$ cat config.mk
export PLATFORM = sky130hd
export DESIGN_NAME = stride_burst_gen
export DESIGN_NICKNAME = d
export VERILOG_FILES = /design/src/rtl/sbg_pkg.sv /design/src/rtl/sbg_burst_calc.sv /design/src/rtl/sbg_row_seq.sv /design/src/rtl/stride_burst_gen.sv
export SDC_FILE = /design/constraint.sdc
export NUM_CORES = 1
export LEC_CHECK = 0
export CAP_MARGIN = 20
export CORE_MARGIN = 1
export CORE_UTILIZATION = 55
export CTS_CLUSTER_SIZE = 8
export DETAILED_ROUTE_END_ITERATION = 6
export PLACE_DENSITY = 0.79
export SLEW_MARGIN = 20
export SYNTH_ARGS = -nofsm -noshare
export SYNTH_HDL_FRONTEND = slang
export SYNTH_HIERARCHICAL = 1
export SYNTH_SLANG_ARGS = --single-unit
$ cat constraint.sdc
create_clock -name clk -period 4.2 [get_ports clk]
set_input_delay 1.05 -clock clk [delete_from_list [all_inputs] [get_ports clk]]
set_output_delay 1.05 -clock clk [all_outputs]
set_load 0.01 [all_outputs]
$ cat src/rtl/sbg_pkg.sv
package sbg_pkg;

  typedef enum logic [0:0] {
    SBG_IDLE = 1'b0,
    SBG_RUN  = 1'b1
  } sbg_state_e;

  localparam int unsigned SBG_AXLEN_W = 8;

endpackage

$ cat src/rtl/sbg_burst_calc.sv
module sbg_burst_calc #(
  parameter int unsigned REM_W       = 17,
  parameter int unsigned BUS_BYTES   = 8,
  parameter int unsigned BURST_BYTES = 256
) (
  input  logic [REM_W-1:0]     rem,
  output logic [REM_W-1:0]     burst_bytes,
  output logic [7:0]           len,
  output logic [BUS_BYTES-1:0] strb,
  output logic                 row_end
);

  localparam int unsigned SH = $clog2(BUS_BYTES);

  logic [REM_W-1:0] bytes_m1;

  always_comb begin
    row_end     = (rem <= REM_W'(BURST_BYTES));
    burst_bytes = row_end ? rem : REM_W'(BURST_BYTES);
    bytes_m1    = burst_bytes - REM_W'(1);
    len         = 8'(bytes_m1 >> SH);
  end

  generate
    if (SH == 0) begin : g_byte_bus
      assign strb = '1;
    end else begin : g_wide_bus
      logic [SH-1:0]        tail;
      logic [BUS_BYTES-1:0] partial;
      always_comb begin
        tail    = rem[SH-1:0];
        partial = (BUS_BYTES'(1) << tail) - BUS_BYTES'(1);
        strb    = (row_end && (tail != '0)) ? partial : '1;
      end
    end
  endgenerate

endmodule

$ cat src/rtl/sbg_row_seq.sv
module sbg_row_seq #(
  parameter int unsigned ADDR_W    = 32,
  parameter int unsigned YLEN_W    = 12,
  parameter bit          ENABLE_2D = 1'b1
) (
  input  logic              clk,
  input  logic              rst_n,
  input  logic              load,
  input  logic              step,
  input  logic [ADDR_W-1:0] base,
  input  logic [ADDR_W-1:0] stride,
  input  logic [YLEN_W-1:0] rows_m1,
  output logic [ADDR_W-1:0] next_row_addr,
  output logic              last_row
);

  logic [ADDR_W-1:0] row_start_q, row_start_d;
  logic [ADDR_W-1:0] stride_q, stride_d;
  logic [YLEN_W-1:0] left_q, left_d;
  logic              row_en;

  always_comb begin
    row_start_d = row_start_q;
    stride_d    = stride_q;
    left_d      = left_q;
    row_en      = load | step;
    if (load) begin
      row_start_d = base;
      stride_d    = stride;
      left_d      = ENABLE_2D ? rows_m1 : '0;
    end else if (step) begin
      row_start_d = row_start_q + stride_q;
      left_d      = left_q - YLEN_W'(1);
    end
  end

  always_ff @(posedge clk or negedge rst_n) begin
    if (!rst_n) begin
      row_start_q <= '0;
      stride_q    <= '0;
      left_q      <= '0;
    end else if (row_en) begin
      row_start_q <= row_start_d;
      stride_q    <= stride_d;
      left_q      <= left_d;
    end
  end

  assign next_row_addr = row_start_q + stride_q;
  assign last_row      = (left_q == '0);

  // the sequencer is never asked to move beyond the final row
  a_r3_no_extra_row: assert property (@(posedge clk) disable iff (!rst_n)
    step |-> !last_row);

endmodule

$ cat src/rtl/stride_burst_gen.sv
module stride_burst_gen #(
  parameter int unsigned ADDR_W          = 32,
  parameter int unsigned XLEN_W          = 16,
  parameter int unsigned YLEN_W          = 12,
  parameter int unsigned BUS_BYTES       = 8,
  parameter int unsigned MAX_BURST_BYTES = 256,
  parameter bit          AXI3_MODE       = 1'b0,
  parameter bit          ENABLE_2D       = 1'b1
) (
  input  logic                 clk,
  input  logic                 rst_n,
  input  logic                 enable,
  input  logic                 desc_valid,
  output logic                 desc_ready,
  input  logic [ADDR_W-1:0]    desc_base,
  input  logic [XLEN_W-1:0]    desc_xlen,
  input  logic [YLEN_W-1:0]    desc_ylen,
  input  logic [ADDR_W-1:0]    desc_stride,
  output logic                 req_valid,
  input  logic                 req_ready,
  output logic [ADDR_W-1:0]    req_addr,
  output logic [7:0]           req_len,
  output logic [BUS_BYTES-1:0] req_last_strb,
  output logic                 req_row_end,
  output logic                 done
);
  import sbg_pkg::*;

  localparam int unsigned PROTO_BEATS = AXI3_MODE ? 16 : 256;
  localparam int unsigned CFG_BEATS   = MAX_BURST_BYTES / BUS_BYTES;
  localparam int unsigned BURST_BEATS = (CFG_BEATS < PROTO_BEATS) ? CFG_BEATS : PROTO_BEATS;
  localparam int unsigned BURST_BYTES = BURST_BEATS * BUS_BYTES;
  localparam int unsigned REM_W       = XLEN_W + 1;
  localparam logic [ADDR_W-1:0] LOW_MASK = ADDR_W'(BUS_BYTES - 1);

  sbg_state_e        state_q, state_d;
  logic [ADDR_W-1:0] addr_q, addr_d;
  logic [REM_W-1:0]  rem_q, rem_d;
  logic [XLEN_W-1:0] xlen_q, xlen_d;
  logic              done_q, done_d;
  logic              run_en;

  logic [ADDR_W-1:0] base_al, stride_al, next_row_addr;
  logic [REM_W-1:0]  burst_bytes;
  logic              row_end, last_row;
  logic              accept, handshake, row_step;

  assign base_al   = desc_base & ~LOW_MASK;
  assign stride_al = desc_stride & ~LOW_MASK;

  sbg_burst_calc #(
    .REM_W      (REM_W),
    .BUS_BYTES  (BUS_BYTES),
    .BURST_BYTES(BURST_BYTES)
  ) u_calc (
    .rem        (rem_q),
    .burst_bytes(burst_bytes),
    .len        (req_len),
    .strb       (req_last_strb),
    .row_end    (row_end)
  );

  sbg_row_seq #(
    .ADDR_W   (ADDR_W),
    .YLEN_W   (YLEN_W),
    .ENABLE_2D(ENABLE_2D)
  ) u_rows (
    .clk          (clk),
    .rst_n        (rst_n),
    .load         (accept),
    .step         (row_step),
    .base         (base_al),
    .stride       (stride_al),
    .rows_m1      (desc_ylen),
    .next_row_addr(next_row_addr),
    .last_row     (last_row)
  );

  assign desc_ready = (state_q == SBG_IDLE) && enable;
  assign accept     = desc_valid && desc_ready;
  assign req_valid  = (state_q == SBG_RUN);
  assign handshake  = req_valid && req_ready;

  always_comb begin
    state_d  = state_q;
    addr_d   = addr_q;
    rem_d    = rem_q;
    xlen_d   = xlen_q;
    done_d   = 1'b0;
    row_step = 1'b0;
    if (accept) begin
      state_d = SBG_RUN;
      addr_d  = base_al;
      rem_d   = {1'b0, desc_xlen} + REM_W'(1);
      xlen_d  = desc_xlen;
    end else if (handshake) begin
      if (row_end && last_row) begin
        state_d = SBG_IDLE;
        done_d  = 1'b1;
      end else if (!enable) begin
        state_d = SBG_IDLE;
      end else if (!row_end) begin
        addr_d = addr_q + ADDR_W'(burst_bytes);
        rem_d  = rem_q - burst_bytes;
      end else begin
        row_step = 1'b1;
        addr_d   = next_row_addr;
        rem_d    = {1'b0, xlen_q} + REM_W'(1);
      end
    end
    run_en = accept | handshake;
  end

  always_ff @(posedge clk or negedge rst_n) begin
    if (!rst_n) begin
      state_q <= SBG_IDLE;
      addr_q  <= '0;
      rem_q   <= '0;
      xlen_q  <= '0;
    end else if (run_en) begin
      state_q <= state_d;
      addr_q  <= addr_d;
      rem_q   <= rem_d;
      xlen_q  <= xlen_d;
    end
  end

  always_ff @(posedge clk or negedge rst_n) begin
    if (!rst_n) done_q <= 1'b0;
    else        done_q <= done_d;
  end

  assign req_addr    = addr_q;
  assign req_row_end = row_end;
  assign done        = done_q;

  // a presented request is frozen until it is taken
  a_r8_hold: assert property (@(posedge clk) disable iff (!rst_n)
    req_valid && !req_ready |=> req_valid && $stable(req_addr) &&
      $stable(req_len) && $stable(req_last_strb));

  // addresses on the port are bus aligned
  a_r4_aligned: assert property (@(posedge clk) disable iff (!rst_n)
    req_valid |-> ((req_addr & LOW_MASK) == '0));

  // never more beats than the effective cap
  a_r5_len_cap: assert property (@(posedge clk) disable iff (!rst_n)
    req_valid |-> (int'(req_len) <= int'(BURST_BEATS) - 1));

  // completion follows a burst handshake
  a_r9_done_after_hs: assert property (@(posedge clk) disable iff (!rst_n)
    done |-> $past(req_valid && req_ready));

  // no request appears without a descriptor being taken
  a_r11_no_spontaneous: assert property (@(posedge clk) disable iff (!rst_n)
    !req_valid && !(desc_valid && desc_ready) |=> !req_valid);

  // nothing new starts while disabled
  a_r10_quiet_when_off: assert property (@(posedge clk) disable iff (!rst_n)
    !req_valid && !enable |=> !req_valid);

endmodule

==> results of run 1 <==
==> critical path: stages (launching register included) <==
cell             delay [ns]
dfrtp_1                0.38
buf_4                  0.17
or3_1                  0.46
ha_1                   0.31
nor2b_1                0.16
o21ba_2                0.22
o211ai_1               0.15
clkdlybuf4s50_1        0.56
==> cells by family after synthesis <==
logic type	share of synthesized area
flops	0.310
simple gates	0.202
buf+inv	0.0474
compound gates	0.224
mux	0.0600
xor+xnor	0.0760
fa+ha+maj	0.0790
other cells	0.000976
==> cells in the final DEF, fill, tap and decap left out, types with 19 or more instances in the layout <==
cell type / synthesis / layout
a211oi_1: 20 / 20
dfrtp_1: 143 / 143
a31oi_1: 20 / 20
inv_1: 40 / 38
nand2_1: 199 / 198
o21ai_0: 99 / 99
xor2_1: 40 / 40
clkdlybuf4s50_1: 0 / 140
mux2i_1: 32 / 32
nand4_1: 19 / 19
nor2_1: 93 / 91
ha_1: 68 / 68
xnor2_1: 60 / 60
o211ai_1: 19 / 19
mux2_2: 33 / 33
and3_1: 24 / 24
nand3_1: 48 / 48
a21oi_1: 75 / 75
a21o_1: 26 / 26
==> power groups by stage <==
stage          sequential [mW]  clock [mW]  combinational (mW)
3_5_place_dp              2.36           0                4.21
3_3_place_gp              2.34           0                4.11
5_1_grt                   2.40        1.71                4.75
4_1_cts                   2.34        1.65                4.25
6_report                  2.35        1.63                4.32
2_1_floorplan             2.22           0                3.13
==> registers in the layout, summed over array words and instances (netlist names) <==
register / count
u_rows/stride_q: 32
xlen_q: 16
rem_q: 17
req_valid: 1
u_rows/left_q: 12
u_rows/row_start_q: 32
done: 1
req_addr: 32
==> Yosys cell counts, types with 32 or more instances <==
cell type  number
mux2i_1        32
inv_1          40
xor2_1         40
o21ai_0        99
nor2_1         93
nand3_1        48
clkbuf_1       47
ha_1           68
xnor2_1        60
a21oi_1        75
mux2_2         33
nand2_1       199
dfrtp_1       143
==> worst paths after layout <==
kind / to / slack, ns / cells after the start
setup / recovery: req_last_strb[6] / 0.31 / 7
hold / removal: u_rows/stride_q[0] / 0.45 / 1
setup reg to reg: req_addr[19] / 0.39 / 11
hold reg to reg: u_rows/stride_q[2] / 0.52 / 1
max in group asynchronous: u_rows/stride_q[27] / 2.91 / 2
min in group clk: u_rows/stride_q[2] / 0.52 / 1
==> area by class of cell <==
class	instances	area share
Multi-Input combinational cell	1126	0.543
Sequential cell	143	0.260
Timing Repair Buffer	161	0.116
Clock buffer	17	0.0309
Tap cell	270	0.0246
Clock inverter	15	0.0143
Inverter	40	0.0113
==> per-layer routing <==
metal  share of wire  vias to the layer above  wire, µm
met2            0.48                      447     15400
met4           0.036                        0      1150
met1            0.42                     5303     13500
met3           0.059                       84      1900
li1                -                     5213         -
met5               0                        -         0
==> per-stage QoR <==
step | total power, mW | utilization | area (µm²) | instances | hold WS, ns
floorplan | 5.34 | - | 11600 | 1388 | 0.473
global placement | 6.45 | 0.645 | 13100 | 1740 | 0.498
detailed placement | 6.56 | 0.645 | 13100 | 1740 | 0.502
CTS | 8.24 | 0.675 | 13800 | 1772 | 0.437
global route | 8.86 | 0.676 | 13800 | 1772 | 0.440
finish | 8.30 | 0.676 | 13800 | 1772 | 0.449
==> out/metrics.csv, run 1 <==
stage;metric;value;unit
setup_path;critPathCaptureType;primary output;
power;comb_power_share;0.521;
grt;grt_antenna_before_repair;0;
setup_path;r2r_start;rem_q[14];
finish;antenna_cells;0;
logic_synthesis;async_flop_share;1.00;
min_path;hp-class;in2async;
grt;grt_pass1_wl;52100;µm
placement;dp_slack;0.462;ns
sta;finalHoldViolations;0;
finish;multi_input_area;7460;µm²
finish;seqCellArea;3580;µm²
routing;drt-total-wl;32000;µm
grt;gr-usage-all-layers;0.302;
grt;grt_max_degree;79;
grt;grt_pass1_vias;10628;
sta;setup_viol;0;
grt;grt_use_met1;0.381;
clock_tree;ctsResizeCount;0;
power;p_int;4.72;mW
sta;rsz0062_at_grt;false;
grt;grt_use_met2;0.514;
logic_synthesis;synthTopCellsByArea;dfrtp_1, ha_1, nand2_1, xnor2_1, o21ai_0;
routing;viasPerCell;6.23;
power;clockPowerShare;0.196;
routing;via_count;11047;
grt;grt-busiest-layer;met2;
sta;drv_slew;0;
finish;drive_gt1_frac;0.0812;
clock_tree;clk-insertion-delay-late;0.43;ns
placement;gp_congestion;0.973;
power;ir_worst_vdd;315;µV
finish;area_growth;19.3;%
sta;fin_skew;0.0114;ns
die;die_y;147;µm
power;seq_power_share;0.283;
clock_tree;htree_levels;4;
setup_path;cp_max_fo;11;
logic_synthesis;synth_edf_count;0;
sta;finalCritPeriodShare;0.925;
logic_synthesis;synthCells;1376;
logic_synthesis;ys_ff_latch;143;
logic_synthesis;avgSynthCellArea;8.38;µm²
sta;slew_headroom;0.451;
die;core_area;20400;µm²
logic_synthesis;ys_seq_area_frac;0.310;
routing;drc_errors;0;
power;powerDensity;603;nW/µm²
setup_path;crit_type;reg2out;
power;swShare;0.432;
setup_path;crit_required;3.15;ns
clock_tree;postCtsSetupBuffers;0;
logic_synthesis;yosysTopAreaCell;dfrtp_1;
logic_synthesis;synth_top_area_share;0.310;
placement;io_buffers;141;
sta;setup_slack;0.315;ns
setup_path;startpoint_type;register;
setup_path;arrival;2.84;ns
clock_tree;clk_pin_slew;0.06;ns
clock_tree;cts_tree;built;
die;rows;52;
die;die_x;147;µm
flow_run;cap_viol_max_count;0;
routing;wl_per_cell;18.0;µm
grt;grt_use_met3;0.0376;
outcome;status;finished clean;
die;die_area;21500;µm²
sta;tns;0;ns
die;start_util;0.566;
clock_tree;numCtsBuffers;17;
power;p_leak;5.69;nW
clock_tree;cts.path.max_buffers;2;
routing;drtIter0Drc;893;
logic_synthesis;syn-cell-area;11500;µm²
finish;fillCellCount;1699;
sta;worstMarginPinSlew;0.820;ns
setup_path;cp-startpoint;rem_q[1];
power;power_switching;3.58;mW
clock_tree;cts_root_buf;clkbuf_16;
clock_tree;clock_sinks;143;
grt;grt_remaining_overflow;0;
finish;fin_nets;1657;
placement;hpwl;23200;µm
routing;drtPass1Iterations;6;
sta;max_freq;0.257;GHz
routing;drtAntennaViolNets;0;
clock_tree;cts_hold_buf;0;
die;io_pins;149;
logic_synthesis;yosys_warnings;6;
logic_synthesis;synthFlopType;dfrtp_1;
sta;fin_crit;3.89;ns
logic_synthesis;synth_cell_type_count;88;
Power figures use the tool's default switching activity.
==> inputs of run 2 (changes only) <==
--- a/config.mk
+++ b/config.mk
@@ -10,9 +10,8 @@
 export CORE_UTILIZATION = 55
 export CTS_CLUSTER_SIZE = 8
 export DETAILED_ROUTE_END_ITERATION = 6
-export PLACE_DENSITY = 0.79
+export PLACE_DENSITY = 0.81
 export SLEW_MARGIN = 20
 export SYNTH_ARGS = -nofsm -noshare
 export SYNTH_HDL_FRONTEND = slang
-export SYNTH_HIERARCHICAL = 1
 export SYNTH_SLANG_ARGS = --single-unit
==> out/metrics.csv, run 2 <==
stage;metric;value;unit;change
sta;drv_slew;0;;unchanged
routing;via_count;9833;;was 11,047
setup_path;r2r_slack;0.19;ns;was 0.39 ns
setup_path;cp_max_fo;45;;was 11
placement;io_buffers;141;;unchanged
die;io_pins;149;;unchanged
outcome;status;finished clean;;unchanged
setup_path;startpoint_type;register;;unchanged
placement;gp_congestion;0.945;;was 0.973
power;clockPowerShare;0.212;;was 0.196
finish;area_growth;24.8;%;was 19.3%
routing;viasPerCell;6.10;;was 6.23
clock_tree;cts_hold_buf;0;;unchanged
sta;slew_headroom;0.539;;was 0.451
grt;grt_pass1_vias;9105;;was 10,628
grt;grt_max_degree;75;;was 79
sta;fin_hold_ws;0.483;ns;was 0.449 ns
grt;grt_remaining_overflow;0;;unchanged
logic_synthesis;synth_top_area_share;0.352;;was 0.310
placement;dp_cells;1578;;was 1,740
clock_tree;cts_root_buf;clkbuf_16;;unchanged
grt;gr-usage-all-layers;0.320;;was 0.302
die;die_area;18300;µm²;was 21,500 µm²
routing;drt-total-wl;28800;µm;was 32,000 µm
logic_synthesis;synthCells;1236;;was 1,376
grt;grt_antenna_before_repair;0;;unchanged
setup_path;worstPathCellList;nor4_4 > and3_4 > nand2b_4 > clkinv_8 > buf_4 > o21ai_0 > clkdlybuf4s50_1;;was buf_4 > or3_1 > ha_1 > nor2b_1 > o21ba_2 > o211ai_1 > clkdlybuf4s50_1
sta;max_freq;0.249;GHz;was 0.257 GHz
power;p_int;4.25;mW;was 4.72 mW
finish;final_cells;1612;;was 1,772
logic_synthesis;synth_edf_count;0;;unchanged
die;die_x;135;µm;was 147 µm
clock_tree;numCtsBuffers;17;;unchanged
setup_path;critPathSlowestCell;clkdlybuf4s50_1;;unchanged
finish;fin_nets;1518;;was 1,657
power;seq_power_share;0.302;;was 0.283
logic_synthesis;async_flop_share;1.00;;unchanged
power;swShare;0.407;;was 0.432
clock_tree;clk_pin_slew;0.06;ns;about the same
sta;fin_skew;0.00938;ns;was 0.0114 ns
logic_synthesis;synthFlopType;dfrtp_1;;unchanged
power;p_leak;5.26;nW;was 5.69 nW
placement;dp_slack;0.145;ns;was 0.462 ns
power;ir_worst_vdd;378;µV;was 315 µV
die;core_area;17300;µm²;was 20,400 µm²
sta;finalHoldViolations;0;;unchanged
min_path;hp-class;reg2reg;;was in2async
min_path;hp-start;u_rows.stride_q[12];;
grt;grt_pass1_wl;45700;µm;was 52,100 µm
logic_synthesis;synthMostInstantiatedCell;nand2_1;;unchanged
logic_synthesis;netlist_top_cells_count;nand2_1, dfrtp_1, nor2_1, o21ai_0, a21oi_1;;was nand2_1, dfrtp_1, o21ai_0, nor2_1, a21oi_1
setup_path;crit_required;3.15;ns;about the same
power;power;7.16;mW;was 8.30 mW
setup_path;cpPeakStageDelay;0.55;ns;was 0.56 ns
routing;drtIter0Drc;866;;was 893
power;power_switching;2.91;mW;was 3.58 mW
logic_synthesis;yosys_warnings;0;;was 6
power;powerDensity;589;nW/µm²;was 603 nW/µm²
finish;final_common_cell;nand2_1;;unchanged
clock_tree;clk-insertion-delay-late;0.43;ns;about the same
placement;hpwl;20400;µm;was 23,200 µm
setup_path;crit_type;reg2out;;unchanged
logic_synthesis;synth_cell_type_count;72;;was 88
clock_tree;htree_levels;4;;unchanged
routing;drc_errors;0;;unchanged
setup_path;critPathCaptureType;primary output;;unchanged
routing;wl_per_cell;17.8;µm;was 18.0 µm
die;start_util;0.564;;was 0.566
setup_path;arrival;2.96;ns;was 2.84 ns
sta;setup_slack;0.190;ns;was 0.315 ns
power;comb_power_share;0.485;;was 0.521
die;die_y;135;µm;was 147 µm
routing;drtAntennaViolNets;0;;unchanged
clock_tree;cts.path.max_buffers;2;;unchanged
finish;largest_register_ffs;32;;
finish;final_cell_mix;nand2_1, clkdlybuf4s50_1, dfrtp_1;;was nand2_1, dfrtp_1, clkdlybuf4s50_1
flow_run;cap_viol_max_count;0;;unchanged
clock_tree;cts_tree;built;;unchanged
clock_tree;clock_sinks;137;;was 143
sta;finalCritPeriodShare;0.955;;was 0.925
finish;antenna_cells;0;;unchanged
die;rows;48;;was 52
logic_synthesis;avgSynthCellArea;7.89;µm²;was 8.38 µm²
logic_synthesis;ys_seq_area_frac;0.352;;was 0.310
logic_synthesis;yosysTopAreaCell;dfrtp_1;;unchanged
logic_synthesis;syn-cell-area;9750;µm²;was 11,500 µm²
logic_synthesis;ys_ff_latch;137;;was 143
setup_path;cp-startpoint;rem_q[13];;was rem_q[1]
logic_synthesis;synthTopCellsByArea;dfrtp_1, nand2_1, ha_1, nor2_1, o21ai_0;;was dfrtp_1, ha_1, nand2_1, xnor2_1, o21ai_0
routing;drtPass1Iterations;6;;unchanged
sta;worstMarginPinSlew;0.692;ns;was 0.820 ns
finish;drive_gt1_frac;0.0721;;was 0.0812
sta;fin_crit;4.01;ns;was 3.89 ns
sta;setup_viol;0;;unchanged
setup_path;r2r_start;rem_q[13];;was rem_q[14]
==> run 2: changes by cell type after synthesis, sizes merged, moves of 13 or more <==
cell / delta
mux2: -33
a21oi: +15
buf: -15
nand2: +41
ha: -24
a211oi: -13
xnor2: -22
nor2: +32
a21o: -13
mux2i: -24
==> run 2: routing by layer <==
metal  GRT usage  share of wire
met4      0.0993          0.020
met1       0.435           0.43
met5           0              0
met3      0.0535          0.078
met2       0.521           0.48
==> run 2: critical path: cells and delay by family (launching register included) <==
kind                   cells  cell delay (ns)
buffers and inverters      3             1.06
AOI/OAI and AO/OA          1             0.31
and+or+nand+nor            3             0.70
DFF                        1             0.44
==> run 2: final cells by class <==
type	count	area (µm²)
multi-input combinational	1004	5990
sequential	137	3430
fill	1415	5130
timing repair buffer	180	1730
tap	225	282
clock inverter	7	90.1
clock buffer	24	502
inverter	35	144
==> run 2: power by group through the flow <==
stage | clock [mW] | sequential, mW | combinational [mW]
global route | 1.58 | 2.21 | 3.84
global placement | 0 | 2.15 | 3.27
finish | 1.52 | 2.17 | 3.48
CTS | 1.53 | 2.15 | 3.40
floorplan | 0 | 2.07 | 2.40
detailed placement | 0 | 2.17 | 3.36
==> run 2: cells by family after synthesis <==
family,after synthesis,synth area share
multiplexers,8,0.00821
adder cells (fa/ha/maj),50,0.0647
buffers and inverters,103,0.0424
XOR/XNOR,66,0.0593
AO/OA/AOI/OAI,351,0.234
flip-flops,137,0.352
AND/OR/NAND/NOR,519,0.239
other,2,0.000770
==> run 2: metrics by stage <==
stage	util	cell area [µm²]	TNS [ns]
after global routing	0.703	12200	-0.0611
after CTS	0.701	12100	0
after detailed placement	0.666	11500	0
after floorplan	-	9790	0
after global placement	0.666	11500	0
final	0.703	12200	0
==> run 2: repair_timing <==
| item | 4_1_cts | 5_1_grt |
|---|---|---|
| setup endpoints to repair | 0 | 14 |
| setup buffers | 0 | 3 |
| resized for setup | 0 | 7 |
==> run 2: worst paths after layout <==
check	to	depth (start not counted)
worst max-delay path	req_len[1]	7
max in group asynchronous	u_rows.row_start_q[27]	2
worst min register to register	u_rows.stride_q[12]	2
worst min-delay path	u_rows.stride_q[12]	2
min in group asynchronous	u_rows.stride_q[9]	1
worst max register to register	req_addr[20]	17
